`config.mk`:
```
export PLATFORM = sky130hd
export DESIGN_NAME = flash_cmd_stat
export DESIGN_NICKNAME = d
export VERILOG_FILES = /design/src/rtl/flash_cmd_stat.sv
export SDC_FILE = /design/constraint.sdc
export NUM_CORES = 1
export LEC_CHECK = 0
export ABC_AREA = 1
export BUFFER_PORTS_ARGS = -buffer_cell sky130_fd_sc_hd__clkbuf_2
export CORE_AREA = 2 2 39 41
export CTS_CLUSTER_DIAMETER = 100
export DETAILED_ROUTE_END_ITERATION = 10
export DIE_AREA = 0 0 41 43
export SKIP_LAST_GASP = 1
export SLEW_MARGIN = 20
export SYNTH_ARGS = -nofsm -noshare
export SYNTH_HDL_FRONTEND = slang
export SYNTH_SLANG_ARGS = --single-unit
```
`constraint.sdc`:
```
create_clock -name clk -period 1.4 [get_ports clk]
set_clock_uncertainty 0.2 [all_clocks]
set_input_delay 0 -clock clk [delete_from_list [all_inputs] [get_ports clk]]
set_output_delay 0 -clock clk [all_outputs]
set_load 0.02 [all_outputs]
```
`src/rtl/flash_cmd_stat.sv`:
```
module flash_cmd_stat (
  input  logic       clk,
  input  logic       rst_n,
  input  logic       wr_en,
  input  logic [7:0] wr_data,
  input  logic       irq_en,
  input  logic       eng_done,
  input  logic [1:0] eng_stat,
  input  logic       seq_err_stb,
  input  logic       init_err_stb,
  input  logic       prot_viol_stb,
  input  logic       bg_busy,
  output logic [7:0] rd_data,
  output logic       start_o,
  output logic       irq_o
);
  localparam int B_DONE = 0;
  localparam int B_ACC  = 1;
  localparam int B_PROT = 2;

  logic       done_q, acc_q, prot_q;
  logic [1:0] xstat_q;
  logic       viol, launch;

  assign viol   = seq_err_stb | init_err_stb | prot_viol_stb;
  assign launch = wr_en & wr_data[B_DONE] & done_q & ~acc_q & ~prot_q & ~viol;

  always_ff @(posedge clk or negedge rst_n) begin
    if (!rst_n) begin
      done_q  <= 1'b1;
      acc_q   <= 1'b0;
      prot_q  <= 1'b0;
      xstat_q <= 2'b00;
      start_o <= 1'b0;
    end else begin
      start_o <= launch;

      if (launch)
        done_q <= 1'b0;
      else if (eng_done || seq_err_stb)
        done_q <= 1'b1;

      if (seq_err_stb || init_err_stb)
        acc_q <= 1'b1;
      else if (wr_en && wr_data[B_ACC])
        acc_q <= 1'b0;

      if (prot_viol_stb)
        prot_q <= 1'b1;
      else if (wr_en && wr_data[B_PROT])
        prot_q <= 1'b0;

      if (launch)
        xstat_q <= 2'b00;
      else if (eng_done)
        xstat_q <= xstat_q | eng_stat;
    end
  end

  assign rd_data = {2'b00, xstat_q, ~done_q | bg_busy, prot_q, acc_q, done_q};
  assign irq_o   = done_q & irq_en;
endmodule

```
* Word level (Yosys, flattened, before mapping)
Cells that the tools add are included.
** Operators by class
- Reductions and logical operators :: 8
- Mux-type cells :: 8
- Bitwise operators :: 14
** Operator list (count)
- nonzero test 2 bit :: 4
- bitwise AND 1 bit :: 6
- two-way mux 1 bit :: 6
- two-way mux 2 bit :: 2
- inverter 1 bit :: 4
- bitwise OR 1 bit :: 3
- logical AND 1 bit :: 2
- logical OR 1 bit :: 2
- bitwise OR 2 bit :: 1
** Storage, ports and cells
- Bits in registers :: 6
- Input bits :: 19
- Output and inout port bits :: 10
- Logic and storage cells :: 35

* Longest topological paths before layout
- Depth in word-level cells :: 6
- Mapped depth :: 5
- Mapped depth without buffers :: 5

* Worst setup path after synthesis
OpenSTA, ideal clock, no wires.
- Path type :: register -> register
- Start :: register done_q
- End :: register xstat_q[0]
- Clock period less this slack :: 1174 ps
- Cell stages (with the launch flop) :: 6
- Path slack :: 226 ps
- Buffers on the path :: 0
- Setup time :: 120 ps
- Data required time :: 1080 ps
- Data arrival time :: 854 ps
- Cells stage by stage :: dfstp_2 -> nand2_1 -> inv_1 -> nand2_1 -> nor2_2 -> nor2_1
** On the way
- Word-level cells in the longest chain between the ends :: 5
- Elaborated cells on any way between the ends :: 6
- Classes of those cells :: mux: 1; bitwise: 4; reduce/logical: 1
** Ends and longest elaborated chain
- start, declared :: line 21 : logic done_q, acc_q, prot_q;
- start signal, assigned :: line 30 : done_q <= 1'b1;
- start signal, assigned :: line 39 : done_q <= 1'b0;
- start signal, assigned :: line 41 : done_q <= 1'b1;
- bitwise AND 1 bit * (4 in series) :: line 26 : assign launch = wr_en & wr_data[B_DONE] & done_q & ~acc_q & ~prot_q & ~viol;
- named net launch :: line 23 : logic viol, launch;
- two-way mux 2 bit or nonzero test 2 bit (tied branches)
- end signal, assigned :: line 56 : xstat_q <= xstat_q | eng_stat;
- end, declared :: line 22 : logic [1:0] xstat_q;
The timed path passes the listed nets; every way through them passes the cells marked *.
A chain may end at the register's enable or synchronous reset.

* Worst setup path in the final report
Ends and elaborated chain as after synthesis.

==> results_dict.tcl <==
set metrics [dict create \
    antenna_found_initial 0 \
    r2r-end "xstat_q[0]" \
    cp-end-kind "flop" \
    fillers 154 \
    p_leak_nw 0.288 \
    vias 328 \
    grt_overflow_total 0 \
    min_period_over_period 0.900 \
    fp.dieH_um 43 \
    setup_viol 0 \
    clk_latency_ps 240 \
    yosysTopAreaCell "dfrtp_1" \
    r2r_start "done_q" \
    diodes 0 \
    syn_inst 36 \
    grt.total_usage 0.0859 \
    rows 14 \
    timing_hold_violations_final 0 \
    cts-root-buf "clkbuf_4" \
    pre_cts_ws_ps 121 \
    r2r_slack_ps 140 \
    crit_fanout 5 \
    ant_nets 0 \
    area_growth_pct 86.2 \
    power_density_mw_per_mm2 798 \
    routabilityCongestion 0.630 \
    worstPathRequired_ps 1330 \
    final_util 0.391 \
    dieArea_sq_mm 0.00176 \
    syn_avg_cell_area_sq_um 8.06 \
    yosysWarnings 0 \
    clk_pin_slew_ps 50 \
    io_pins 29 \
    hold_class "input pin to async pin" \
    ys_types 10 \
    final_common_cell "clkbuf_2" \
    route.detailed.drc 0 \
    max_freq_mhz 794 \
    hold_slack_ps 38.4 \
    cts_made_buffers 3 \
    drt_iter0_drc 1 \
    path_class "flop to flop" \
    worst-endpoint-arrival_ps 1190 \
    postLayoutCellArea_sq_um 541 \
    dp.final_hpwl_um 548 \
    cts_buffer_depth 2 \
    fin_nets 90 \
    wl_per_cell_um 8.50 \
    htree_levels 1 \
    wirelength_um 731 \
    drive_gt1_frac 0.371 \
    cts_num_sinks 6 \
    peakVddDrop_uv 443 \
    rsz0062_at_grt "false" \
    start_kind "flop" \
    grt_max_degree 6 \
    drv_slew 0 \
    dr.pass1.iters 2 \
    reg2regPathDepth 5 \
    synth_area_leaders "dfrtp_1 (43%), buf_4 (13%), nand2_1 (10%)" \
    die_w_um 41 \
    status "complete, no violations" \
    fin_ws_ps 141 \
    p_total_uw 431 \
    initial_core_util 0.210 \
    synth_seq_cells 6 \
    final_cell_mix "clkbuf_2 (21), dlygate4sd3_1 (12), nand2_1 (8)" \
    syn_area_sq_um 290 \
    cts_tree "done" \
    maxCapViolCount 0 \
    instances_no_fill 86 \
    synth-seq-area-share 0.522 \
    avgViaCountPerCell 3.81 \
    first_global_vias 270 \
    yosys.area.top_type_share 0.431 \
    setup_tns_ps 0 \
    place_area_sq_um 382 \
    finalCriticalPeriod_ps 1260 \
    place_inst 69 \
    grt_pass1_wl_um 972 \
    io_buffers 21 \
    core_sq_mm 0.00138 \
]
Yosys cell counts:
cell type,count
a21oi_1,3
nor2_1,7
nor3_1,1
nand2_1,8
buf_4,5
conb_1,1
nor2_2,1
inv_1,4
dfrtp_1,5
dfstp_2,1
flip-flops by register name (all words and copies together) (netlist names):
register and count:
prot_q 1, acc_q 1, start_o 1, xstat_q 2, done_q 1
how the worst max path moves through the flow:
stage,cells after the start,start,end
floorplan,5,done_q,xstat_q[0]
global placement,5,done_q,xstat_q[1]
detailed placement,5,done_q,xstat_q[0]
CTS,6,wr_data[1],acc_q
global route,5,done_q,xstat_q[0]
finish,5,done_q,xstat_q[0]
area by class of cell:
type	instances	area, sq um	area share
timing repair buffer	34	238	0.440
sequential	6	151	0.280
multi-input combinational	22	90.1	0.167
clock buffer	4	26.3	0.0486
tap	16	20.0	0.0370
inverter	4	15.0	0.0278
critical path: stages (launching register included):
cell     delay [ps]
dfstp_2         560
nand2_1          50
inv_1            40
nand2_1          50
nor2_2          180
nor2_1           60
what timing repair did:
action	CTS	global route
endpoints found under the setup margin	0	1
resized for setup	0	1
setup buffers	0	0
endpoints found under the hold margin	12	0
hold buffers	13	0
routing by layer:
layer / up-vias / track usage / share of wire
li1: 170 / - / -
met4: 0 / 0.0400 / 0
met3: 0 / 0.0471 / 0.077
met2: 13 / 0.144 / 0.52
met1: 145 / 0.0787 / 0.40
met5: - / 0 / 0
report_power, final:
part / switching, mW / internal, mW
logic: 0.0363 / 0.0459
registers: 0.00242 / 0.178
clock network: 0.0612 / 0.108
total: 0.0999 / 0.331
cell families (layout without fill, tap and decap cells):
group / Yosys count / count (layout) / synth area share
and+or+nand+nor: 17 / 17 / 0.233
other: 1 / 2 / 0.0129
DFF: 6 / 6 / 0.522
buffers and inverters: 9 / 42 / 0.181
AOI/OAI and AO/OA: 3 / 3 / 0.0517
(Power assumes the default switching activity.)
